File: src/rtl/bmw_pkg.sv
package bmw_pkg;
  typedef enum logic [1:0] {
    XS_IDLE = 2'd0,
    XS_DATA = 2'd1,
    XS_TURN = 2'd2
  } xs_t;
endpackage

File: src/rtl/bmw_fifo.sv
module bmw_fifo #(
  parameter int W     = 32,
  parameter int DEPTH = 8,
  localparam int AW   = $clog2(DEPTH),
  localparam int CW   = $clog2(DEPTH + 1)
) (
  input  logic          clk,
  input  logic          rst_n,
  input  logic          push,
  input  logic [W-1:0]  wdata,
  input  logic          pop,
  output logic [W-1:0]  rdata,
  output logic [CW-1:0] count,
  output logic          full,
  output logic          empty
);
  logic [W-1:0]  mem [DEPTH];
  logic [AW-1:0] wp, rp;
  logic [CW-1:0] cnt_q;
  logic          do_push, do_pop;

  assign full    = (cnt_q == CW'(DEPTH));
  assign empty   = (cnt_q == '0);
  assign do_push = push && !full;
  assign do_pop  = pop && !empty;
  assign rdata   = mem[rp];
  assign count   = cnt_q;

  function automatic logic [AW-1:0] wrap_inc(input logic [AW-1:0] p);
    return (p == AW'(DEPTH - 1)) ? '0 : p + AW'(1);
  endfunction

  always_ff @(posedge clk) begin
    if (do_push) mem[wp] <= wdata;
  end

  always_ff @(posedge clk) begin
    if (!rst_n) begin
      wp    <= '0;
      rp    <= '0;
      cnt_q <= '0;
    end else begin
      if (do_push) wp <= wrap_inc(wp);
      if (do_pop)  rp <= wrap_inc(rp);
      case ({do_push, do_pop})
        2'b10:   cnt_q <= cnt_q + CW'(1);
        2'b01:   cnt_q <= cnt_q - CW'(1);
        default: cnt_q <= cnt_q;
      endcase
    end
  end
endmodule

File: src/rtl/bmw_count.sv
module bmw_count #(
  parameter int CNT_W = 16,
  parameter int STEP  = 4
) (
  input  logic             clk,
  input  logic             rst_n,
  input  logic             load,
  input  logic [CNT_W-1:0] load_val,
  input  logic             dec,
  input  logic             irq_en,
  output logic [CNT_W-1:0] cnt,
  output logic [CNT_W-1:0] cnt_nx,
  output logic             irq
);
  logic [CNT_W-1:0] cnt_q;
  logic             done_q;

  always_comb begin
    if (load)                             cnt_nx = load_val;
    else if (dec && cnt_q >= CNT_W'(STEP)) cnt_nx = cnt_q - CNT_W'(STEP);
    else if (dec)                         cnt_nx = '0;
    else                                  cnt_nx = cnt_q;
  end

  always_ff @(posedge clk) begin
    if (!rst_n) begin
      cnt_q  <= '0;
      done_q <= 1'b0;
    end else begin
      cnt_q <= cnt_nx;
      if (load)                                    done_q <= 1'b0;
      else if (dec && cnt_q == CNT_W'(STEP))       done_q <= 1'b1;
    end
  end

  assign cnt = cnt_q;
  assign irq = done_q && irq_en;
endmodule

File: src/rtl/bmw_xfer.sv
module bmw_xfer
  import bmw_pkg::*;
#(
  parameter int W     = 32,
  parameter int CW    = 4,
  parameter int CNT_W = 16,
  parameter int STEP  = 4,
  localparam int AVW  = CW + 1
) (
  input  logic             clk,
  input  logic             rst_n,
  input  logic             trdy_n,
  input  logic             stop_n,
  input  logic [W-1:0]     head,
  input  logic [CW-1:0]    fcount,
  input  logic [CNT_W-1:0] cnt_nx,
  output logic             frame_n,
  output logic             irdy_n,
  output logic [W-1:0]     ad_out,
  output logic             pop,
  output logic             accept
);
  xs_t            st;
  logic [W-1:0]   hold_q;
  logic           hold_v;
  logic [AVW-1:0] avail;
  logic           retry, in_phase, more_cnt;

  assign avail    = AVW'(fcount) + AVW'(hold_v);
  assign in_phase = (st == XS_DATA);
  assign accept   = in_phase && !trdy_n;
  assign retry    = in_phase && trdy_n && !stop_n;
  assign pop      = (accept || retry) && !hold_v;
  assign ad_out   = hold_v ? hold_q : head;
  assign more_cnt = (cnt_nx > CNT_W'(STEP));

  // Holding register: a retried FIFO word parks here and goes out first.
  always_ff @(posedge clk) begin
    if (!rst_n) begin
      hold_v <= 1'b0;
      hold_q <= '0;
    end else if (retry && !hold_v) begin
      hold_v <= 1'b1;
      hold_q <= head;
    end else if (accept && hold_v) begin
      hold_v <= 1'b0;
    end
  end

  always_ff @(posedge clk) begin
    if (!rst_n) begin
      st      <= XS_IDLE;
      frame_n <= 1'b1;
      irdy_n  <= 1'b1;
    end else begin
      case (st)
        XS_IDLE: begin
          if (avail != '0 && cnt_nx != '0) begin
            st      <= XS_DATA;
            irdy_n  <= 1'b0;
            frame_n <= !(avail >= AVW'(2) && more_cnt);
          end
        end
        XS_DATA: begin
          if (accept && !frame_n && stop_n) begin
            frame_n <= !(avail >= AVW'(3) && more_cnt);
          end else if (accept || retry) begin
            st      <= XS_TURN;
            frame_n <= 1'b1;
            irdy_n  <= 1'b1;
          end else begin
            frame_n <= frame_n | !more_cnt;
          end
        end
        default: st <= XS_IDLE;
      endcase
    end
  end
endmodule

File: src/rtl/bmw_engine.sv
module bmw_engine #(
  parameter int DATA_W = 32,
  parameter int DEPTH  = 8,
  parameter int CNT_W  = 16,
  localparam int STEP  = DATA_W / 8,
  localparam int CW    = $clog2(DEPTH + 1)
) (
  input  logic              clk,
  input  logic              rst_n,
  input  logic              aon_valid,
  output logic              aon_ready,
  input  logic [DATA_W-1:0] aon_data,
  input  logic              cnt_load,
  input  logic [CNT_W-1:0]  cnt_value,
  input  logic              irq_en,
  output logic              irq,
  output logic              fifo_empty,
  output logic              frame_n,
  output logic              irdy_n,
  input  logic              trdy_n,
  input  logic              stop_n,
  output logic [DATA_W-1:0] ad_out
);
  logic [DATA_W-1:0] head;
  logic [CW-1:0]     fcount;
  logic              full, pop, accept;
  logic [CNT_W-1:0]  cnt, cnt_nx;

  assign aon_ready = !full;

  bmw_fifo #(.W(DATA_W), .DEPTH(DEPTH)) u_fifo (
    .clk(clk), .rst_n(rst_n), .push(aon_valid), .wdata(aon_data),
    .pop(pop), .rdata(head), .count(fcount), .full(full), .empty(fifo_empty)
  );

  bmw_count #(.CNT_W(CNT_W), .STEP(STEP)) u_count (
    .clk(clk), .rst_n(rst_n), .load(cnt_load), .load_val(cnt_value),
    .dec(accept), .irq_en(irq_en), .cnt(cnt), .cnt_nx(cnt_nx), .irq(irq)
  );

  bmw_xfer #(.W(DATA_W), .CW(CW), .CNT_W(CNT_W), .STEP(STEP)) u_xfer (
    .clk(clk), .rst_n(rst_n), .trdy_n(trdy_n), .stop_n(stop_n),
    .head(head), .fcount(fcount), .cnt_nx(cnt_nx),
    .frame_n(frame_n), .irdy_n(irdy_n), .ad_out(ad_out),
    .pop(pop), .accept(accept)
  );
endmodule

File: config.mk
export PLATFORM = sky130hd
export DESIGN_NAME = bmw_engine
export DESIGN_NICKNAME = d
export VERILOG_FILES = /design/src/rtl/bmw_pkg.sv /design/src/rtl/bmw_fifo.sv /design/src/rtl/bmw_count.sv /design/src/rtl/bmw_xfer.sv /design/src/rtl/bmw_engine.sv
export SDC_FILE = /design/constraint.sdc
export NUM_CORES = 1
export LEC_CHECK = 0
export BUFFER_PORTS_ARGS = -buffer_cell sky130_fd_sc_hd__buf_2
export CAP_MARGIN = 15
export CORE_ASPECT_RATIO = 0.6
export CORE_UTILIZATION = 40
export CTS_CLUSTER_DIAMETER = 120
export CTS_CLUSTER_SIZE = 28
export DETAILED_ROUTE_END_ITERATION = 7
export PLACE_DENSITY = 0.64
export SLEW_MARGIN = 20
export SYNTH_ARGS = -nofsm -noshare
export SYNTH_HDL_FRONTEND = slang
export SYNTH_SLANG_ARGS = --single-unit
File: constraint.sdc
create_clock -name clk -period 5.89 [get_ports clk]
set_input_delay 1.178 -clock clk [delete_from_list [all_inputs] [get_ports clk]]
set_output_delay 1.178 -clock clk [all_outputs]
set_load 0.01 [all_outputs]
Word-level counts from Yosys, hierarchy flattened --
Memory sizes are Yosys's and may differ from the RTL's. A register that Yosys moved wholly into a read port is not among the register bits. Cells that the tools add are included.
Operators by class: equality and inequality tests 10, reduce and logical (&&, ||, !) cells 37, shifts and indexed selects 0, bitwise gates (word level) 2, magnitude comparators 4, divide/modulo/power cells 0, multiplexer cells 25, add/sub/neg operators 6, $mul 0
Operators with widths (number):
- two-way mux 16 bit | 3
- two-way mux 32 bit | 1
- == test 16 x 3 -> 1 bit, second input constant | 1
- >= comparator 16 x 3 -> 1 bit, second input constant | 1
- > comparator 16 x 3 -> 1 bit, second input constant | 1
- logical AND 1 bit | 16
- nonzero test 16 bit | 1
- subtractor 16 x 3 -> 16 bit, second input constant | 1
- two-way mux 3 bit | 4
- >= comparator 5 x 2 -> 1 bit, second input constant | 2
- two-way mux 1 bit | 10
- logical NOT 1 bit | 9
- case mux 4 bit (2 select lines) | 1
- adder 3 x 1 -> 3 bit, second input constant | 2
- == test 3 bit, second input constant | 2
- two-way mux 2 bit | 3
- nonzero test 2 bit | 3
- adder 4 x 1 -> 5 bit | 1
- nonzero test 5 bit | 1
- adder 4 x 1 -> 4 bit, second input constant | 1
- == test 2 x 1 -> 1 bit, second input constant | 2
- == test 4 bit, second input constant | 1
- logical NOT 4 bit | 1
- != test 2 bit, second input constant | 2
- 13 further kinds | 14
Storage, ports and cells: logic and storage cells 95, memories 1, latch bits 0, memory bits (read-only) 0, bits in writable memories 256, register bits after elaboration 64, input bits 55
Memory list:
- u_fifo.mem | words 8, width 32, read ports 1, clocked after Yosys merged registers in 1, write ports 1, RTL line bmw_fifo.sv:17 | logic [W-1:0] mem [DEPTH];

Depth between registers and ports, before layout --
Gate-level depths: netlist of the first run.
depth after elaboration 11, gate-level depth with buffers 11, gate-level depth less buffers 10

Cells and area by module --
Synthesis of the first run repeated with hierarchy kept, for this count alone.
Unflattened totals: cell total of the unflattened synthesis 824, area, all modules 13643.1 µm²
Modules (own cells, without submodules):
- bmw_fifo | seq. area each 7947.6 µm², cells each 450, instances 1, area an instance 10496.3 µm²
- bmw_xfer | seq. area each 740.7 µm², cells each 220, instances 1, area an instance 1926.8 µm²
- bmw_count | seq. area each 340.3 µm², cells each 153, instances 1, area an instance 1216.2 µm²
- bmw_engine | seq. area each 0.0 µm², cells each 1, instances 1, area an instance 3.8 µm²

Worst setup path before layout of the first run --
OpenSTA, ideal clock, no wires.
path type input to register, start point input port aon_valid, end point memory u_fifo.mem[0][0], enable pin, data arrival time 4.417 ns, setup slack 0.971 ns, path buffers 0, data required time 5.389 ns, setup time 0.501 ns, stages on the path 2, cell sequence nand2_1 -> nor4_1
Between the ends: cells in the longest elaborated chain, start to end 3
RTL lines:
- start, declared | RTL line bmw_engine.sv:10 | input logic aon_valid,
- logical AND 1 bit | RTL line bmw_fifo.sv:24 | assign do_push = push && !full;
- two-way mux 1 bit | RTL line bmw_fifo.sv:34 | if (do_push) mem[wp] <= wdata;
- two-way mux 1 bit (not written as such) | RTL line bmw_fifo.sv:34
- end, declared | RTL line bmw_fifo.sv:17
No other way between the ends.

==> impl_metrics.sql, run 1 <==
INSERT INTO impl_metrics (metric_group, metric, value, unit) VALUES
('timing', 'tightest_slew', '0.943', 'ns'),
('timing', 'timing.max_slew.rel_slack', '0.371', ''),
('timing', 'timing.final.crit_share', '0.735', ''),
('timing', 'fmax', '231', 'MHz'),
('pwr', 'total_leakage_power', '4.69', 'nW'),
('synth', 'yosys_warnings', '0', ''),
('global_routing', 'grt_start_max_net_pins', '66', ''),
('clocking', 'ctsResizeCount', '0', ''),
('synth', 'synth-main-ff-cell', 'sky130_fd_sc_hd__edfxtp_1', ''),
('timing', 'finalClockSkew', '0.0205', 'ns'),
('timing', 'final_hold_vio_count', '0', ''),
('synth', 'post_synth.cell_area_avg', '17.2', 'sq um'),
('route', 'dr.first_iter.drc_count', '453', ''),
('clocking', 'cts_hold_buffers', '0', ''),
('global_routing', 'wire_length_of_the_first_global_routing_pass', '42.1', 'mm'),
('clocking', 'postCtsSetupBuffers', '0', ''),
('critical_path', 'endpoint_kind', 'output pin', ''),
('route', 'drt_first_pass_iters', '5', ''),
('die', 'num_io_pins', '92', ''),
('route', 'drc_errors', '0', ''),
('timing', 'rsz_0062_raised_after_global_routing', 'false', ''),
('pwr', 'total_power', '4.42', 'mW'),
('synth', 'synth_seq_area_share', '0.679', ''),
('route', 'antenna_violating_nets_post_route', '0', ''),
('min_path', 'worstHoldPathType', 'reg -> reg', ''),
('die', 'initial_utilization', '0.408', ''),
('status', 'status', 'finished clean', ''),
('clocking', 'insertion_delay', '0.50', 'ns'),
('finish', 'syn2layout_area_growth', '11.0', '%'),
('die', 'std_cell_rows', '51', ''),
('synth', 'syn_area', '13300', 'sq um'),
('clocking', 'cts_made_buffers', '15', ''),
('pwr', 'worst_ir_drop_vdd', '0.159', 'mV'),
('timing', 'finalMaxSlewViolations', '0', ''),
('job', 'timing.max_cap.violations', '0', ''),
('critical_path', 'crit_path_max_fanout', '46', ''),
('synth', 'synthCells', '773', ''),
('critical_path', 'crit_path_start_kind', 'flop', ''),
('place', 'portBuffers', '91', ''),
('die', 'die-width', '237', 'um'),
('route', 'wl_per_cell', '21.3', 'um'),
('critical_path', 'timing.setup.critical_path_class', 'reg -> out', ''),
('clocking', 'clk_transition_reported_paths', '0.11', 'ns'),
('die', 'die_y', '143', 'um'),
('synth', 'synth-edff-count', '256', ''),
('clocking', 'clock-root-buffer', 'sky130_fd_sc_hd__clkbuf_16', ''),
('clocking', 'numClockSinks', '323', ''),
('global_routing', 'grt_usage', '0.163', ''),
('timing', 'tns', '0', 'ns'),
('place', 'dpl.hpwl', '16.0', 'mm'),
('global_routing', 'via_count_of_the_first_global_routing_pass', '6827', ''),
('die', 'floorplan.die_area', '34000', 'sq um'),
('synth', 'synth_cell_types', '52', ''),
('route', 'via_per_inst', '5.38', ''),
('clocking', 'cts_tree', 'yes', ''),
('pwr', 'p_per_area', '300', 'nW/um^2'),
('route', 'drt-total-wl', '27.5', 'mm'),
('synth', 'postSynth.asyncResetShare', '0', ''),
('clocking', 'htree_num_levels', '1', ''),
('synth', 'number_of_storage_elements_in_the_synthesis_netlist', '323', ''),
('critical_path', 'worst-endpoint-required', '4.71', 'ns'),
('timing', 'timing.final.setup_violations', '0', ''),
('timing', 'period_needed', '4.33', 'ns'),
('critical_path', 'cp_data_arrival_time', '3.15', 'ns'),
('route', 'routed_vias', '6954', ''),
('die', 'coreArea', '32500', 'sq um'),
('synth', 'syn_nets', '840', ''),
('finish', 'final_layout_size_suffix_gt1_frac', '0.315', ''),
('finish', 'design.final.nets', '925', ''),
('place', 'gpl.final_weighted_congestion', '0.846', ''),
('clocking', 'cts-root-to-sink-buffers', '3', ''),
('global_routing', 'grt-ovfl-total', '0', ''),
('global_routing', 'initial_antenna_violation_count', '2', '');
==> final cells by class <==
class / count / area, sq um
fillers: 2826 / 17800
clock inverters: 2 / 25.0
flip-flops and latches: 323 / 9040
inverters: 10 / 37.5
well taps: 424 / 531
diodes: 1 / 2.50
multi-input cells: 399 / 4120
repair buffers: 109 / 591
clock buffers: 24 / 409
==> placed cells by master, fill, tap and decap left out, types with 7 or more instances in the layout <==
master                      count
sky130_fd_sc_hd__nand2_1       17
sky130_fd_sc_hd__inv_1         10
sky130_fd_sc_hd__clkbuf_16     15
sky130_fd_sc_hd__nand3_1        9
sky130_fd_sc_hd__nor2b_1       52
sky130_fd_sc_hd__xor2_1         9
sky130_fd_sc_hd__mux4_2        64
sky130_fd_sc_hd__mux2i_1       32
sky130_fd_sc_hd__mux2_2        64
sky130_fd_sc_hd__and2_1         8
sky130_fd_sc_hd__nor2_1        14
sky130_fd_sc_hd__a21oi_1       16
sky130_fd_sc_hd__nor4_1         7
sky130_fd_sc_hd__buf_4         18
sky130_fd_sc_hd__clkbuf_1       9
sky130_fd_sc_hd__o21ai_0        7
sky130_fd_sc_hd__edfxtp_1     256
sky130_fd_sc_hd__nor3b_1        8
sky130_fd_sc_hd__dfxtp_1       63
sky130_fd_sc_hd__nor3_1        11
sky130_fd_sc_hd__ha_1          11
sky130_fd_sc_hd__buf_2         91
==> state kept, by name, summed over array words and instances (netlist names), named ones only <==
signal	count
u_xfer.frame_n	1
u_fifo.wp	3
u_xfer.hold_q	32
u_count.cnt	16
u_xfer.st	2
u_fifo.count	4
u_xfer.hold_v	1
u_xfer.irdy_n	1
u_count.done_q	1
u_fifo.mem	256
u_fifo.rp	3
==> cells by family after synthesis <==
group                    Yosys count  share of synthesized area
AO/OA/AOI/OAI                     55                     0.0280
XOR/XNOR                          15                    0.00988
adder cells (fa/ha/maj)           12                     0.0119
buffers and inverters             51                     0.0154
flip-flops                       323                      0.679
multiplexers                     160                      0.187
AND/OR/NAND/NOR                  157                     0.0688
==> final timing paths <==
path,start,endpoint,slack (ns),cells past startpoint
worst max-delay path,flop,ad_out[29],1.56,5
worst min-delay path,u_fifo.rp[2]$_SDFFE_PN0P_,flop,0.50,2
worst max register to register,u_count.cnt[4]$_SDFF_PN0_,u_xfer.st[0]$_SDFFE_PN0P_,2.82,7
worst min register to register,u_fifo.rp[2]$_SDFFE_PN0P_,flop,0.50,2
==> layer usage <==
layer / vias to the layer above / routed length, um / track usage
met3: 22 / 1090 / 0.0213
met2: 163 / 12300 / 0.253
met1: 3578 / 13800 / 0.251
met5: - / 13 / 0
met4: 2 / 282 / 0.0214
li1: 3189 / - / -
==> critical path: stages (launching register included) <==
cell,delay (ns)
sky130_fd_sc_hd__dfxtp_4,0.98
sky130_fd_sc_hd__buf_4,0.40
sky130_fd_sc_hd__mux4_2,0.55
sky130_fd_sc_hd__mux2_2,0.30
sky130_fd_sc_hd__mux2_2,0.26
sky130_fd_sc_hd__buf_2,0.13
==> per-stage QoR <==
stage          hold slack, ns   util  cells  setup slack, ns  area, sq um
6_report                0.498  0.453   1292             1.56        14800
5_1_grt                 0.538  0.453   1291             1.33        14700
4_1_cts                 0.505  0.453   1291             1.45        14700
3_5_place_dp            0.491  0.440   1265             2.00        14300
3_3_place_gp            0.472  0.440   1265             2.04        14300
2_1_floorplan           0.467      -    773            0.971        13300
==> power by group <==
| part | total (mW) | switching [mW] | internal [mW] | leakage (nW) |
|---|---|---|---|---|
| registers | 2.62 | 0.0800 | 2.54 | 2.87 |
| clock network | 1.18 | 0.682 | 0.495 | 0.207 |
| logic | 0.623 | 0.310 | 0.313 | 1.61 |
| total | 4.42 | 1.07 | 3.35 | 4.69 |
==> cells in the mapped netlist (3+ instances only) <==
master	number	share of area
sky130_fd_sc_hd__edfxtp_1	256	0.58
sky130_fd_sc_hd__dfxtp_1	67	0.10
sky130_fd_sc_hd__mux2_2	64	0.054
sky130_fd_sc_hd__mux4_2	64	0.11
sky130_fd_sc_hd__nor2b_1	52	0.024
sky130_fd_sc_hd__mux2i_1	32	0.024
sky130_fd_sc_hd__clkbuf_1	29	0.0082
sky130_fd_sc_hd__nand2_1	17	0.0048
sky130_fd_sc_hd__nor2_1	17	0.0048
sky130_fd_sc_hd__a21oi_1	16	0.0060
sky130_fd_sc_hd__nor3_1	15	0.0056
sky130_fd_sc_hd__buf_2	11	0.0041
sky130_fd_sc_hd__ha_1	11	0.010
sky130_fd_sc_hd__inv_1	10	0.0028
sky130_fd_sc_hd__nand3_1	9	0.0034
sky130_fd_sc_hd__xor2_1	9	0.0059
sky130_fd_sc_hd__and2_1	8	0.0038
sky130_fd_sc_hd__nor3b_1	8	0.0045
sky130_fd_sc_hd__nor4_1	8	0.0038
sky130_fd_sc_hd__o21ai_0	7	0.0026
sky130_fd_sc_hd__a22oi_1	6	0.0034
sky130_fd_sc_hd__xnor2_1	6	0.0040
sky130_fd_sc_hd__a21boi_0	4	0.0023
sky130_fd_sc_hd__nand2b_1	4	0.0019
sky130_fd_sc_hd__or3_1	4	0.0019
sky130_fd_sc_hd__a41oi_1	3	0.0020
(Power assumes the default switching activity.)
==> run 2, diff against run 1 <==
==> constraint.sdc (replaced) <==
create_clock -name clk -period 4.15 [get_ports clk]
set_input_delay 0.83 -clock clk [delete_from_list [all_inputs] [get_ports clk]]
set_output_delay 0.83 -clock clk [all_outputs]
set_load 0.01 [all_outputs]
==> impl_metrics.sql, run 2 (synthesized netlist as in run 1, its figures left out) <==
INSERT INTO impl_metrics (metric_group, metric, value, unit) VALUES
('clocking', 'ctsResizeCount', '0', ''),
('pwr', 'total_leakage_power', '4.71', 'nW'),
('route', 'wl_per_cell', '20.8', 'um'),
('critical_path', 'crit_path_start_kind', 'flop', ''),
('timing', 'timing.final.crit_share', '0.816', ''),
('finish', 'design.final.nets', '927', ''),
('critical_path', 'crit_path_max_fanout', '22', ''),
('route', 'routed_vias', '6885', ''),
('critical_path', 'worst-endpoint-required', '3.32', 'ns'),
('global_routing', 'via_count_of_the_first_global_routing_pass', '6900', ''),
('finish', 'most-common-layout-cells', 'sky130_fd_sc_hd__edfxtp_1 (256), sky130_fd_sc_hd__buf_2 (91), sky130_fd_sc_hd__mux4_2 (64), sky130_fd_sc_hd__mux2_2 (64), sky130_fd_sc_hd__dfxtp_1 (63)', ''),
('pwr', 'p_per_area', '425', 'nW/um^2'),
('timing', 'fmax', '295', 'MHz'),
('timing', 'tns', '0', 'ns'),
('job', 'timing.max_cap.violations', '0', ''),
('die', 'die-width', '237', 'um'),
('place', 'portBuffers', '91', ''),
('die', 'initial_utilization', '0.408', ''),
('finish', 'postLayoutCellArea', '14800', 'sq um'),
('timing', 'finalMaxSlewViolations', '0', ''),
('place', 'gpl.final_weighted_congestion', '0.901', ''),
('die', 'std_cell_rows', '51', ''),
('place', 'dpl.hpwl', '16.4', 'mm'),
('finish', 'final_layout_size_suffix_gt1_frac', '0.316', ''),
('route', 'drt_first_pass_iters', '6', ''),
('place', 'place_area', '14300', 'sq um'),
('die', 'floorplan.die_area', '34000', 'sq um'),
('clocking', 'postCtsSetupBuffers', '0', ''),
('timing', 'timing.final.setup_violations', '0', ''),
('die', 'die_y', '143', 'um'),
('clocking', 'insertion_delay', '0.51', 'ns'),
('clocking', 'clk_transition_reported_paths', '0.12', 'ns'),
('critical_path', 'timing.setup.critical_path_class', 'reg -> out', ''),
('critical_path', 'r2r_slack', '1.31', 'ns'),
('global_routing', 'grt_start_max_net_pins', '45', ''),
('timing', 'rsz_0062_raised_after_global_routing', 'false', ''),
('clocking', 'cts_hold_buffers', '0', ''),
('critical_path', 'cp_data_arrival_time', '2.55', 'ns'),
('timing', 'period_needed', '3.38', 'ns'),
('place', 'placed_cell_count', '1267', ''),
('clocking', 'htree_num_levels', '1', ''),
('pwr', 'worst_ir_drop_vdd', '0.240', 'mV'),
('global_routing', 'initial_antenna_violation_count', '3', ''),
('min_path', 'worstHoldPathType', 'reg -> reg', ''),
('timing', 'tightest_slew', '0.883', 'ns'),
('finish', 'biggest_register', 'u_fifo.mem', ''),
('die', 'coreArea', '32500', 'sq um'),
('clocking', 'clock-root-buffer', 'sky130_fd_sc_hd__clkbuf_16', ''),
('route', 'drc_errors', '0', ''),
('global_routing', 'wire_length_of_the_first_global_routing_pass', '41.9', 'mm'),
('route', 'antenna_violating_nets_post_route', '0', ''),
('global_routing', 'grt-ovfl-total', '0', ''),
('timing', 'timing.max_slew.rel_slack', '0.410', ''),
('finish', 'syn2layout_area_growth', '11.2', '%'),
('route', 'dr.first_iter.drc_count', '679', ''),
('timing', 'final_hold_vio_count', '0', ''),
('clocking', 'cts-root-to-sink-buffers', '3', ''),
('timing', 'hold_worst_slack', '0.501', 'ns'),
('finish', 'final_cells', '1294', ''),
('finish', 'final_common_cell', 'sky130_fd_sc_hd__edfxtp_1', ''),
('clocking', 'numClockSinks', '323', ''),
('route', 'drt-total-wl', '26.9', 'mm'),
('clocking', 'cts_made_buffers', '15', ''),
('route', 'via_per_inst', '5.32', ''),
('timing', 'finalClockSkew', '0.0183', 'ns'),
('status', 'status', 'finished clean', ''),
('global_routing', 'grt_usage', '0.162', ''),
('die', 'num_io_pins', '92', ''),
('clocking', 'cts_tree', 'yes', ''),
('finish', 'largest_register_ffs', '256', ''),
('critical_path', 'endpoint_kind', 'output pin', '');
run 2: cell count changes in the layout (fill, tap and decap cells not counted):
cell	previous run	this run
sky130_fd_sc_hd__dfxtp_4	2	1
sky130_fd_sc_hd__nor4_2	2	1
sky130_fd_sc_hd__nor4_4	1	2
sky130_fd_sc_hd__dfxtp_2	2	3
sky130_fd_sc_hd__buf_12	0	1
sky130_fd_sc_hd__buf_4	18	19
run 2: layout make-up:
class	count	area (sq um)
Antenna cell	1	2.50
Clock buffer	24	409
Clock inverter	2	25.0
Fill cell	2801	17800
Inverter	10	37.5
Multi-Input combinational cell	399	4130
Sequential cell	323	9040
Tap cell	424	531
Timing Repair Buffer	111	618
run 2: path summary, 6_finish.rpt:
kind	from	to	cells past startpoint
hold reg to reg	u_fifo.rp[2]$_SDFFE_PN0P_	flop	2
setup reg to reg	u_xfer.st[0]$_SDFFE_PN0P_	u_fifo.count[3]$_SDFFE_PN0P_	10
hold / removal	u_fifo.rp[2]$_SDFFE_PN0P_	flop	2
setup / recovery	flop	ad_out[9]	5
run 2: worst max-delay path, stage by stage (launching register included):
cell                      delay [ns]
sky130_fd_sc_hd__dfxtp_4        0.37
sky130_fd_sc_hd__buf_4          0.39
sky130_fd_sc_hd__mux4_2         0.55
sky130_fd_sc_hd__mux2_2         0.32
sky130_fd_sc_hd__mux2_2         0.28
sky130_fd_sc_hd__buf_2          0.14
run 2: metrics by stage:
stage               setup slack, ns  utilization  power (mW)
floorplan                     0.419            -        4.39
global placement              0.982        0.441        4.68
detailed placement            0.918        0.441        4.69
CTS                           0.716        0.454        6.35
global route                  0.630        0.454        6.55
finish                        0.766        0.454        6.28
run 2: power breakdown:
group / internal, mW / total, mW / switching, mW
clock: 0.702 / 1.67 / 0.971
sequential: 3.60 / 3.68 / 0.0752
combinational: 0.446 / 0.928 / 0.482
run 2: metal layers:
layer  vias to the layer above  wire length [um]  GRT usage
met5                         -                31          0
met4                         4               257     0.0221
met3                        22              1290     0.0253
met2                       168             11900      0.250
met1                      3492             13500      0.247
li1                       3199                 -          -
==> run 3, diff against run 2 <==
--- a/config.mk
+++ b/config.mk
@@ -5,6 +5,7 @@
 export SDC_FILE = /design/constraint.sdc
 export NUM_CORES = 1
 export LEC_CHECK = 0
+export ABC_AREA = 1
 export BUFFER_PORTS_ARGS = -buffer_cell sky130_fd_sc_hd__buf_2
 export CAP_MARGIN = 15
 export CORE_ASPECT_RATIO = 0.6
==> constraint.sdc (replaced) <==
create_clock -name clk -period 3.5 [get_ports clk]
set_input_delay 0.7 -clock clk [delete_from_list [all_inputs] [get_ports clk]]
set_output_delay 0.7 -clock clk [all_outputs]
set_load 0.01 [all_outputs]
==> impl_metrics.sql, run 3 <==
INSERT INTO impl_metrics (metric_group, metric, value, unit) VALUES
('die', 'die_y', '143', 'um'),
('clocking', 'postCtsSetupBuffers', '0', ''),
('global_routing', 'grt_start_max_net_pins', '66', ''),
('timing', 'tightest_slew', '0.813', 'ns'),
('timing', 'rsz_0062_raised_after_global_routing', 'false', ''),
('die', 'coreArea', '32600', 'sq um'),
('clocking', 'ctsResizeCount', '0', ''),
('finish', 'design.final.nets', '1275', ''),
('status', 'status', 'finished clean', ''),
('global_routing', 'gr-max-usage-layer', 'met1', ''),
('pwr', 'switching_power', '2.87', 'mW'),
('clocking', 'cts_made_buffers', '15', ''),
('timing', 'timing.max_slew.rel_slack', '0.457', ''),
('die', 'std_cell_rows', '51', ''),
('synth', 'yosys_warnings', '0', ''),
('timing', 'final_hold_vio_count', '0', ''),
('route', 'drt_first_pass_iters', '5', ''),
('synth', 'synth-main-ff-cell', 'sky130_fd_sc_hd__edfxtp_1', ''),
('pwr', 'total_power', '8.87', 'mW'),
('global_routing', 'via_count_of_the_first_global_routing_pass', '7960', ''),
('pwr', 'p_per_area', '600', 'nW/um^2'),
('route', 'routed_vias', '8728', ''),
('global_routing', 'grt_usage', '0.178', ''),
('global_routing', 'groute.layer.met2.usage', '0.264', ''),
('route', 'drt-total-wl', '30.1', 'mm'),
('critical_path', 'timing.setup.critical_path_class', 'reg -> out', ''),
('synth', 'synth_seq_area_share', '0.679', ''),
('finish', 'regArea', '9040', 'sq um'),
('timing', 'timing.final.crit_share', '0.928', ''),
('timing', 'period_needed', '3.25', 'ns'),
('synth', 'synth_area_leaders', 'sky130_fd_sc_hd__edfxtp_1 (58%), sky130_fd_sc_hd__dfxtp_1 (10%), sky130_fd_sc_hd__o21ai_0 (6.4%), sky130_fd_sc_hd__nor2_1 (5.0%), sky130_fd_sc_hd__nand2_1 (3.4%)', ''),
('synth', 'synth_cell_types', '41', ''),
('pwr', 'p_clk_frac', '0.226', ''),
('clocking', 'htree_num_levels', '1', ''),
('die', 'floorplan.die_area', '34000', 'sq um'),
('pwr', 'fraction_of_power_consumed_by_sequential_logic', '0.516', ''),
('critical_path', 'worstReg2RegStart', 'u_xfer.st[0]$_SDFFE_PN0P_', ''),
('synth', 'synth-edff-count', '256', ''),
('place', 'portBuffers', '91', ''),
('finish', 'syn2layout_area_growth', '11.1', '%'),
('critical_path', 'worst-endpoint-required', '2.80', 'ns'),
('min_path', 'worstHoldPathType', 'in -> reg', ''),
('route', 'antenna_violating_nets_post_route', '0', ''),
('timing', 'fmax', '308', 'MHz'),
('timing', 'finalMaxSlewViolations', '0', ''),
('global_routing', 'globalRouteMet3Util', '0.0280', ''),
('clocking', 'cts-root-to-sink-buffers', '3', ''),
('timing', 'finalClockSkew', '0.0204', 'ns'),
('clocking', 'cts_tree', 'yes', ''),
('synth', 'synthDominantAreaCellType', 'sky130_fd_sc_hd__edfxtp_1', ''),
('die', 'die-width', '237', 'um'),
('pwr', 'p_comb_frac', '0.258', ''),
('finish', 'final_layout_size_suffix_gt1_frac', '0.139', ''),
('place', 'gpl.final_weighted_congestion', '0.895', ''),
('die', 'num_io_pins', '92', ''),
('synth', 'syn_area', '13300', 'sq um'),
('critical_path', 'cp_data_arrival_time', '2.55', 'ns'),
('route', 'drc_errors', '0', ''),
('finish', 'postLayoutCellArea', '14800', 'sq um'),
('min_path', 'min-delay-start', 'aon_data[17]', ''),
('critical_path', 'crit_path_start_kind', 'flop', ''),
('global_routing', 'initial_antenna_violation_count', '3', ''),
('pwr', 'p_int', '6.00', 'mW'),
('synth', 'synthCells', '1149', ''),
('timing', 'hold_worst_slack', '0.449', 'ns'),
('timing', 'timing.final.setup_violations', '0', ''),
('finish', 'layout.filler_cells', '2982', ''),
('pwr', 'total_leakage_power', '5.06', 'nW'),
('route', 'wl_per_cell', '18.0', 'um'),
('place', 'dpl.hpwl', '17.9', 'mm'),
('synth', 'syn_nets', '1216', ''),
('clocking', 'numClockSinks', '323', ''),
('pwr', 'p_sw_frac', '0.323', ''),
('die', 'initial_utilization', '0.408', ''),
('global_routing', 'wire_length_of_the_first_global_routing_pass', '46.4', 'mm'),
('finish', 'area_occupied_by_multi_input_gates', '3860', 'sq um'),
('route', 'via_per_inst', '5.22', ''),
('job', 'timing.max_cap.violations', '0', ''),
('synth', 'synth_most_common_cell', 'sky130_fd_sc_hd__edfxtp_1', ''),
('synth', 'postSynth.asyncResetShare', '0', ''),
('clocking', 'clk_transition_reported_paths', '0.11', 'ns'),
('clocking', 'clock-root-buffer', 'sky130_fd_sc_hd__clkbuf_16', ''),
('synth', 'post_synth.cell_area_avg', '11.6', 'sq um'),
('finish', 'most-common-layout-cells', 'sky130_fd_sc_hd__edfxtp_1 (256), sky130_fd_sc_hd__nor2_1 (170), sky130_fd_sc_hd__o21ai_0 (170), sky130_fd_sc_hd__nand2_1 (119), sky130_fd_sc_hd__buf_2 (91)', ''),
('clocking', 'cts_hold_buffers', '0', ''),
('finish', 'final_common_cell', 'sky130_fd_sc_hd__edfxtp_1', ''),
('synth', 'yosys-top-cells-count', 'sky130_fd_sc_hd__edfxtp_1 (256), sky130_fd_sc_hd__nor2_1 (178), sky130_fd_sc_hd__o21ai_0 (170)', ''),
('timing', 'tns', '0', 'ns'),
('synth', 'number_of_storage_elements_in_the_synthesis_netlist', '323', ''),
('place', 'place_area', '14300', 'sq um'),
('global_routing', 'grt-ovfl-total', '0', ''),
('clocking', 'insertion_delay', '0.52', 'ns'),
('route', 'dr.first_iter.drc_count', '646', ''),
('finish', 'biggest_register', 'u_fifo.mem', ''),
('finish', 'largest_register_ffs', '256', ''),
('synth', 'post-synth-top-area-fraction', '0.578', ''),
('global_routing', 'globalRouteMet1Util', '0.273', ''),
('pwr', 'worst_ir_drop_vdd', '0.410', 'mV'),
('critical_path', 'endpoint_kind', 'output pin', ''),
('critical_path', 'crit_path_max_fanout', '53', '');
-- run 3: cell type report --
type                       count  share of cell area
sequential                   323               0.611
multi-input combinational    703               0.261
antenna                        5            0.000846
clock buffer                  24              0.0277
tap                          450              0.0381
clock inverter                 2             0.00169
inverter                      54              0.0137
timing repair buffer         111              0.0452
-- run 3: cells by family after synthesis --
group                    after synthesis  synth area share
AND/OR/NAND/NOR                      356             0.114
flip-flops                           323             0.679
AO/OA/AOI/OAI                        300             0.133
buffers and inverters                123            0.0361
multiplexers                          32            0.0241
adder cells (fa/ha/maj)               12            0.0118
XOR/XNOR                               3           0.00198
-- run 3: stage by stage --
step / util / cells / setup slack [ns]
final: 0.453 / 1672 / 0.253
after global routing: 0.453 / 1668 / 0.0870
after CTS: 0.453 / 1667 / 0.261
after detailed placement: 0.440 / 1641 / 0.553
after global placement: 0.440 / 1641 / 0.600
after floorplan: - / 1149 / 0.730
-- run 3: path summary, 6_finish.rpt --
| check | slack [ns] | to | cells past startpoint |
|---|---|---|---|
| max | 0.25 | ad_out[17] | 6 |
| min | 0.45 | u_fifo.mem[4][17]$_DFFE_PP_ | 1 |
| max reg2reg | 0.73 | u_fifo.count[3]$_SDFFE_PN0P_ | 14 |
| min reg2reg | 0.46 | u_xfer.irdy_n$_SDFFE_PN1P_ | 2 |
-- run 3: per-layer routing --
| layer | vias to the layer above | wire length (um) | part of all wire |
|---|---|---|---|
| li1 | 4264 | - | - |
| met1 | 4231 | 15100 | 0.50 |
| met2 | 200 | 13000 | 0.43 |
| met3 | 33 | 1580 | 0.052 |
| met4 | 0 | 497 | 0.016 |
| met5 | - | 0 | 0 |
-- run 3: worst max-delay path, stage by stage (launching register included) --
cell                       delay, ns
sky130_fd_sc_hd__dfxtp_4        0.72
sky130_fd_sc_hd__buf_4          0.32
sky130_fd_sc_hd__o21ai_0        0.11
sky130_fd_sc_hd__o221ai_1       0.17
sky130_fd_sc_hd__o21ai_0        0.14
sky130_fd_sc_hd__o21ai_0        0.34
sky130_fd_sc_hd__buf_2          0.21
-- run 3: power by group through the flow --
stage / Sequential (mW) / Combinational (mW) / Clock [mW]
CTS: 4.58 / 2.30 / 2.06
global route: 4.61 / 2.54 / 2.19
global placement: 4.66 / 2.26 / 0
detailed placement: 4.66 / 2.29 / 0
finish: 4.58 / 2.29 / 2.01
floorplan: 4.57 / 1.52 / 0
